**src/rtl/smr_pkg.sv**
```systemverilog
package smr_pkg;

  typedef enum logic [1:0] {
    CORR_NONE  = 2'b00,
    CORR_CONST = 2'b01,
    CORR_LIN   = 2'b10,
    CORR_RSVD  = 2'b11
  } corr_mode_e;

  // recursive encoder step: feedback taps 13 octal, state {s2,s1,s0}
  function automatic logic [2:0] succ_state(input logic [2:0] s, input logic u);
    logic a;
    a = u ^ s[1] ^ s[0];
    return {a, s[2], s[1]};
  endfunction

  // feedforward taps 15 octal
  function automatic logic parity_bit(input logic [2:0] s, input logic u);
    logic a;
    a = u ^ s[1] ^ s[0];
    return a ^ s[2] ^ s[0];
  endfunction

endpackage

```
**src/rtl/smr_maxstar.sv**
```systemverilog
module smr_maxstar
  import smr_pkg::*;
#(
  parameter int WW        = 14,
  parameter int CONST_VAL = 2,
  parameter int CONST_THR = 4,
  parameter int LIN_A     = 3,
  parameter int LIN_SHIFT = 2
) (
  input  logic signed [WW-1:0] x_i,
  input  logic signed [WW-1:0] y_i,
  input  corr_mode_e           mode_i,
  output logic signed [WW-1:0] z_o
);

  localparam int DW = WW + 1;

  logic signed [DW-1:0] diff;
  logic        [DW-1:0] mag;
  logic signed [WW-1:0] larger;
  logic signed [DW-1:0] lin_raw;
  logic signed [WW-1:0] corr;

  always_comb begin
    diff    = DW'(x_i) - DW'(y_i);
    mag     = diff[DW-1] ? DW'(-diff) : DW'(diff);
    larger  = diff[DW-1] ? y_i : x_i;
    lin_raw = DW'(LIN_A) - $signed(mag >> LIN_SHIFT);
    unique case (mode_i)
      CORR_CONST: corr = (mag < DW'(CONST_THR)) ? WW'(CONST_VAL) : '0;
      CORR_LIN:   corr = (lin_raw > 0) ? WW'(lin_raw) : '0;
      default:    corr = '0;
    endcase
    z_o = larger + corr;
  end

endmodule

```
**src/rtl/smr_acs.sv**
```systemverilog
module smr_acs
  import smr_pkg::*;
#(
  parameter int MW        = 12,
  parameter int WW        = 14,
  parameter int CONST_VAL = 2,
  parameter int CONST_THR = 4,
  parameter int LIN_A     = 3,
  parameter int LIN_SHIFT = 2
) (
  input  logic signed [MW-1:0] m0_i,
  input  logic signed [MW-1:0] m1_i,
  input  logic signed [WW-1:0] bm0_i,
  input  logic signed [WW-1:0] bm1_i,
  input  corr_mode_e           mode_i,
  output logic signed [WW-1:0] z_o
);

  logic signed [WW-1:0] cand0, cand1;

  always_comb begin
    cand0 = $signed({{(WW-MW){m0_i[MW-1]}}, m0_i}) + bm0_i;
    cand1 = $signed({{(WW-MW){m1_i[MW-1]}}, m1_i}) + bm1_i;
  end

  smr_maxstar #(
    .WW(WW), .CONST_VAL(CONST_VAL), .CONST_THR(CONST_THR),
    .LIN_A(LIN_A), .LIN_SHIFT(LIN_SHIFT)
  ) u_mstar (
    .x_i(cand0), .y_i(cand1), .mode_i(mode_i), .z_o(z_o)
  );

endmodule

```
**src/rtl/smr_unit.sv**
```systemverilog
module smr_unit
  import smr_pkg::*;
#(
  parameter int BW        = 6,
  parameter int MW        = 12,
  parameter int CONST_VAL = 2,
  parameter int CONST_THR = 4,
  parameter int LIN_A     = 3,
  parameter int LIN_SHIFT = 2
) (
  input  logic            clk,
  input  logic            rst_n,
  input  logic            init,
  input  logic            step,
  input  logic            dir,
  input  logic [1:0]      mode,
  input  logic [BW-1:0]   sys_in,
  input  logic [BW-1:0]   par_in,
  output logic [8*MW-1:0] metrics,
  output logic            valid
);

  localparam int NS = 8;
  localparam int WW = MW + 2;
  localparam logic signed [WW-1:0] SMAX = WW'((1 << (MW - 1)) - 1);
  localparam logic signed [WW-1:0] SMIN = -SMAX - WW'(1);
  localparam logic signed [MW-1:0] FLOOR = MW'(SMIN);

  corr_mode_e mode_e;
  logic signed [MW-1:0] met_q [NS];
  logic signed [MW-1:0] met_d [NS];
  logic signed [WW-1:0] raw   [NS];
  logic                 valid_d;
  logic signed [WW-1:0] sys_w, par_w;

  assign mode_e = corr_mode_e'(mode);
  assign sys_w  = WW'($signed(sys_in));
  assign par_w  = WW'($signed(par_in));

  function automatic logic signed [WW-1:0] branch(input logic u, input logic z,
                                                  input logic signed [WW-1:0] sv,
                                                  input logic signed [WW-1:0] pv);
    return (u ? sv : '0) + (z ? pv : '0);
  endfunction

  function automatic logic signed [MW-1:0] clip(input logic signed [WW-1:0] v);
    if (v > SMAX) return MW'(SMAX);
    if (v < SMIN) return MW'(SMIN);
    return MW'(v);
  endfunction

  for (genvar k = 0; k < NS; k++) begin : g_state
    localparam logic [2:0] ST = 3'(k);
    logic [2:0] src0, src1;
    logic       u0, u1;
    logic signed [WW-1:0] bm0, bm1;

    always_comb begin
      if (!dir) begin
        src0 = {ST[1:0], 1'b0};
        src1 = {ST[1:0], 1'b1};
        u0   = ST[2] ^ ST[0];
        u1   = ~u0;
        bm0  = branch(u0, parity_bit(src0, u0), sys_w, par_w);
        bm1  = branch(u1, parity_bit(src1, u1), sys_w, par_w);
      end else begin
        src0 = succ_state(ST, 1'b0);
        src1 = succ_state(ST, 1'b1);
        u0   = 1'b0;
        u1   = 1'b1;
        bm0  = branch(1'b0, parity_bit(ST, 1'b0), sys_w, par_w);
        bm1  = branch(1'b1, parity_bit(ST, 1'b1), sys_w, par_w);
      end
    end

    smr_acs #(
      .MW(MW), .WW(WW), .CONST_VAL(CONST_VAL), .CONST_THR(CONST_THR),
      .LIN_A(LIN_A), .LIN_SHIFT(LIN_SHIFT)
    ) u_acs (
      .m0_i(met_q[src0]), .m1_i(met_q[src1]),
      .bm0_i(bm0), .bm1_i(bm1),
      .mode_i(mode_e), .z_o(raw[k])
    );

    assign metrics[k*MW +: MW] = met_q[k];
  end

  // next-state process
  always_comb begin
    valid_d = step & ~init;
    for (int k = 0; k < NS; k++) begin
      if (init)      met_d[k] = (k == 0) ? '0 : FLOOR;
      else if (step) met_d[k] = clip(raw[k] - raw[0]);
      else           met_d[k] = met_q[k];
    end
  end

  // register process
  always_ff @(posedge clk or negedge rst_n) begin
    if (!rst_n) begin
      for (int k = 0; k < NS; k++) met_q[k] <= (k == 0) ? '0 : FLOOR;
      valid <= 1'b0;
    end else begin
      valid <= valid_d;
      if (init | step) begin
        for (int k = 0; k < NS; k++) met_q[k] <= met_d[k];
      end
    end
  end

  a_r7_norm_zero: assert property (@(posedge clk) disable iff (!rst_n)
    valid |-> met_q[0] == '0);
  a_r8_hold: assert property (@(posedge clk) disable iff (!rst_n)
    (!step && !init) |=> $stable(metrics));
  a_r9_valid: assert property (@(posedge clk) disable iff (!rst_n)
    (step && !init) |=> valid);
  a_r2_init: assert property (@(posedge clk) disable iff (!rst_n)
    init |=> (!valid && met_q[1] == FLOOR && met_q[7] == FLOOR && met_q[0] == '0));

endmodule

```
**config.mk**
```make
export PLATFORM = sky130hd
export DESIGN_NAME = smr_unit
export DESIGN_NICKNAME = d
export VERILOG_FILES = /design/src/rtl/smr_pkg.sv /design/src/rtl/smr_maxstar.sv /design/src/rtl/smr_acs.sv /design/src/rtl/smr_unit.sv
export SDC_FILE = /design/constraint.sdc
export NUM_CORES = 1
export LEC_CHECK = 0
export ABC_AREA = 1
export BUFFER_PORTS_ARGS = -buffer_cell sky130_fd_sc_hd__buf_2
export CELL_PAD_IN_SITES_DETAIL_PLACEMENT = 1
export CELL_PAD_IN_SITES_GLOBAL_PLACEMENT = 2
export CORE_MARGIN = 2
export CORE_UTILIZATION = 34
export DETAILED_ROUTE_END_ITERATION = 16
export HOLD_SLACK_MARGIN = 0.05
export PLACE_DENSITY_LB_ADDON = 0.25
export SKIP_CTS_REPAIR_TIMING = 1
export SLEW_MARGIN = 25
export SYNTH_ARGS = -nofsm -noshare
export SYNTH_HDL_FRONTEND = slang
export SYNTH_HIERARCHICAL = 1
export SYNTH_SLANG_ARGS = --single-unit
```
**constraint.sdc**
```tcl
create_clock -name clk -period 10.2 [get_ports clk]
set_input_delay 0.51 -clock clk [delete_from_list [all_inputs] [get_ports clk]]
set_output_delay 0.51 -clock clk [all_outputs]
set_load 0.05 [all_outputs]
```
Yosys cells after proc, flatten, opt, wreduce, memory -nomap -nowiden
Index checks and enable logic that the tools add are counted.
- flip-flop bits (word level): 97
- input bits: 19
- output and inout port bits: 97
- logic and storage cells: 335
- $add $sub $neg: 55
- magnitude comparators: 46
- equality and inequality tests: 2
- multiplexer cells: 204
- bitwise operators: 17
- reductions and logical operators: 2
- operators by type and width (operator ; count):
    $mux W12 ; 76
    $bmux W12 S3 ; 14
    $mux W14 ; 20
    $pmux W14 S2 ; 8
    $lt A15 B3 Y1 const B ; 8
    $mux W15 ; 8
    $neg A15 Y15 ; 8
    $add A12 B14 Y14 ; 8
    $add A14 B14 Y14 ; 8
    $gt A14 B1 Y1 const B ; 8
    $gt A14 B12 Y1 const B ; 8
    $lt A14 B12 Y1 const B ; 8
    $sub A14 B14 Y14 ; 8
    $sub A2 B13 Y14 const A ; 8
    $sub A14 B14 Y15 ; 4
    $mux W1 ; 58
    $ge A4 B4 Y1 const B ; 14
    $add A12 B6 Y13 ; 4
    $not A3 Y4 ; 13
    $sub A12 B13 Y14 ; 2
    $sub A13 B13 Y14 ; 2
    $add A12 B7 Y13 ; 2
    $mux W2 ; 12
    $mux W3 ; 8
    other kinds (9) ; 9

Logic depth before layout (Yosys ltp)
- word-level depth: 26
- depth in mapped cells: 68
- depth with buffers taken out: 67

Hierarchy
The synthesis kept the hierarchy.
- modules (own cells, without submodules) (module ; instances ; cells each ; area an instance (µm²) ; seq. area each (µm²)):
    smr_maxstar at g_state[1].u_acs.u_mstar ... ; 7 ; 442 ; 2321.0 ; 0.0
    smr_unit ; 1 ; 1875 ; 11073.1 ; 2135.8
    smr_acs at g_state[2].u_acs ... ; 6 ; 292 ; 1545.2 ; 0.0
    smr_acs at g_state[0].u_acs ... ; 2 ; 289 ; 1577.8 ; 0.0
    smr_maxstar at g_state[0].u_acs.u_mstar ; 1 ; 453 ; 2523.7 ; 0.0

Worst setup path before layout
No wires, ideal clock.
- path kind: input -> register
- start: input sys_in[0]
- end: register met_q, in the netlist metrics[39]
- library setup time: 0.128 ns
- arrival: 8.729 ns
- required time: 10.072 ns
- path slack: 1.343 ns
- stages: 60
- path buffers: 1
- cells stage by stage: ha_1 inv_1 fa_1 o21ai_0 nand2_1 nand4_1 o21ai_0 nand2_1 nand2_1 ha_1 a21oi_1 nand2_1 a21oi_1 nand2_1 nand2_1 nand2_1 ha_1 nand2_1 [... 24 more ...] a21oi_1 o21bai_1 nand2_1 inv_1 o21ai_0 nand2_1 xor2_1 ha_1 inv_1 nor3_2 and2_1 nand2_1 nand2_1 nand2_1 nand2_2 nand2_2 nand3_1 nand3_1
- RTL lines (element ; RTL line ; source):
    start: declaration ; smr_unit.sv:17 ; input logic [BW-1:0] sys_in,
    end: declaration ; smr_unit.sv:30 ; logic signed [MW-1:0] met_q [NS];

==> run summary <==
The run finished with clean final reports. The share of the clock period used by the worst path after layout works out to 91.5%. The tool flagged a number of max-cap violations equal to 0. The post-synthesis cell type with the largest combined area was sky130_fd_sc_hd__nand2_1.

The core region is 123,000 sq um. The congestion estimate from routability-driven global placement came to 1.00. The cell chosen for the clock root is sky130_fd_sc_hd__clkbuf_16. Ranked by total cell area, the synthesized netlist is headed by sky130_fd_sc_hd__nand2_1 23%, sky130_fd_sc_hd__ha_1 16%, sky130_fd_sc_hd__inv_1 12%. The maximum number of pins on one net before global-route repair is 110. Summing all flip-flop and latch instances after layout gives 2140 sq um. The tools report the starting density of the core as 34.2%. The first global-routing pass estimated 283,000 um of wire. The dominant cell type by count on the critical path is sky130_fd_sc_hd__nand2_1.

Summed over all layers, the routed wires come to 187,000 um. In this run the mean area of a mapped cell was 5.45 sq um. TritonCTS built the clock tree. Detailed placement ended at an HPWL of 163,000 um. STA classifies the critical path startpoint as a register.

The run gives 15 as the number of antenna violations at the first check in global routing. The logs give 48,300 for the via count of the first global-routing pass and 2 for the buffer levels on the longest clock path. Across the routed clock network, the largest skew measured is 0.0107 ns. Counting the buffers created by CTS gives 9. The layout has 17,500 filler cells. Relative to the synthesized area, the layout overhead comes to 8.32%. Global-route congestion overflow total: 0. Total number of vias: 49,000. The path type of the worst min-delay path is primary input to async pin.

The pre-antenna-repair detailed-routing pass consisted of 6 iterations. For this design the top-level I/O count stands at 116. The final layout net count is 8,560, and the ratio of cells with drive above 1 in the final layout is 7.86%. The biggest fanout along the worst timing path came out at 26.

Setup repair after global routing left no endpoint under its margin. In this run, distinct cell masters in the synthesized netlist total 50. The detailed router's first-iteration violation count was 2,989.

Counting flops with a built-in enable in the synthesized netlist gives 0. In the routed layout, each cell is associated on average with a via count of 5.11. The arrival time of data at the critical path endpoint was 9.61 ns; the multi-input logic area was 34,700 sq um. The width of the chip is 357 um. The worst-skew pair later-pin latency was 0.41 ns. In the final timing run, aggregate negative setup slack is 0 ns. Most instantiated flip-flop cell in the synthesis netlist: sky130_fd_sc_hd__dfrtp_1.

Dividing the detail-routed wire length by the instance count gives 19.5 um. The logs give 0.107 GHz for the achievable clock frequency and 3 for the H-tree depth. The count of input and output buffers is 103, and the worst-case headroom to the max-slew limit is 22.8%. The detail route stage leaves a number of antenna-violating nets equal to 0. After technology mapping, the gate count stands at 7,752. For this run, the slowest stage of the critical path takes 0.65 ns. The share of async-settable or async-resettable flops after synthesis is 100%, and the clock sink count is 85. Leaving out fill and tap cells, the most frequent cell in the layout is sky130_fd_sc_hd__nand2_1. The path type of the worst setup path is register to register. The final-report hold violation count came out at 0. The flip-flop and latch count after synthesis came out at 85. Required time at the endpoint of the critical path: 10.48 ns.

Leaving out fill and tap cells, the most frequent cells in the layout are 2,646 x sky130_fd_sc_hd__nand2_1, 1,381 x sky130_fd_sc_hd__inv_1, 594 x sky130_fd_sc_hd__nor2_1. The floorplan step defined a die boundary enclosing 127,000 sq um. In this run the vertical extent of the chip is 357 um. The worst setup path is captured at a register. The initialized floorplan defines 129 standard-cell rows. The slowest stage of the critical path belongs to the cell sky130_fd_sc_hd__dfrtp_1.

The final period demand of the worst path was 9.34 ns. The number of max-slew violations in the final report is 0, and the top cell type's share of synthesized area is 23.5%. Clock-pin slew was measured on the worst setup and hold paths at 0.07 ns. Setup violations remaining at the end of the flow were counted as 0. The total standard cell area after synthesis was 42,300 sq um. The synthesis warning total is 6. For the pin with the worst max-slew slack, the measured transition is 1.15 ns. Sequential cells were found to cover 5.05% of the synthesized design area. The count of unresolved DRC violations after routing came out at 0.

The total routing usage reported by global routing is 28.8%.
cell families after synthesis:
group           after synthesis  share of synthesized area [%]
simple gates               4448                           46.2
buf+inv                    1504                           13.7
compound gates              804                           10.3
fa+ha+maj                   593                           18.3
xor+xnor                    309                           6.40
flops                        85                           5.05
other cells                   9                         0.0799
critical path: cells and delay by family, from the launching register on:
family	cells	cell delay (ns)
buf+inv	8	1.01
compound gates	6	1.21
fa+ha+maj	6	2.13
flops	1	0.65
xor+xnor	2	0.40
simple gates	31	3.78
cells in the mapped netlist (45+ instances only):
cell,count
sky130_fd_sc_hd__xor2_1,202
sky130_fd_sc_hd__nand2_1,2646
sky130_fd_sc_hd__nor2_1,597
sky130_fd_sc_hd__o21ai_0,328
sky130_fd_sc_hd__o21bai_1,49
sky130_fd_sc_hd__nand4_1,154
sky130_fd_sc_hd__inv_1,1382
sky130_fd_sc_hd__xnor2_1,107
sky130_fd_sc_hd__a21oi_1,356
sky130_fd_sc_hd__nor2_2,45
sky130_fd_sc_hd__ha_1,553
sky130_fd_sc_hd__dfrtp_1,78
sky130_fd_sc_hd__clkbuf_1,47
sky130_fd_sc_hd__nand2_2,165
sky130_fd_sc_hd__nand3_1,593
per-stage QoR:
stage                     instances  hold slack, ns  worst slack, ns  utilization, %  instance area, sq um
after floorplan                7840           0.214             1.34               -                 42600
after global placement         9567           0.530            0.160            36.7                 45300
after detailed placement       9567           0.529            0.224            36.7                 45300
after CTS                      9583          0.0796            0.607            37.0                 45700
after global routing           9590           0.101           0.0203            37.1                 45800
final                          9595          0.0850            0.863            37.1                 45800
flip-flops by register name (all words and copies together), names as in the netlist:
name     cells
metrics     84
valid        1
layout make-up:
type / count / share of cell area, %
clock buffer: 9 / 0.492
tap: 1637 / 4.47
multi-input combinational: 6252 / 75.9
sequential: 85 / 4.66
timing repair buffer: 188 / 2.67
antenna: 5 / 0.0273
clock inverter: 7 / 0.224
inverter: 1412 / 11.6
path summary, 6_finish.rpt:
kind | from | to | slack [ns] | depth (start not counted)
setup / recovery | metrics[37] | metrics[67] | 0.86 | 53
hold / removal | rst_n | metrics[74] | 0.08 | 1
setup reg to reg | metrics[37] | metrics[67] | 0.86 | 53
hold reg to reg | metrics[64] | metrics[64] | 0.59 | 2
max in group asynchronous | rst_n | metrics[28] | 8.90 | 2
min in group clk | init | metrics[69] | 0.56 | 4
per-layer routing:
| layer | share of wire [%] | track usage, % |
|---|---|---|
| met1 | 46 | 38.9 |
| met2 | 46 | 48.6 |
| met3 | 5.2 | 3.39 |
| met4 | 2.6 | 7.13 |
| met5 | 0.0070 | 0 |
Power is not shown: default switching activity piles up to over one toggle a cycle in this logic, so the estimate is an artifact.
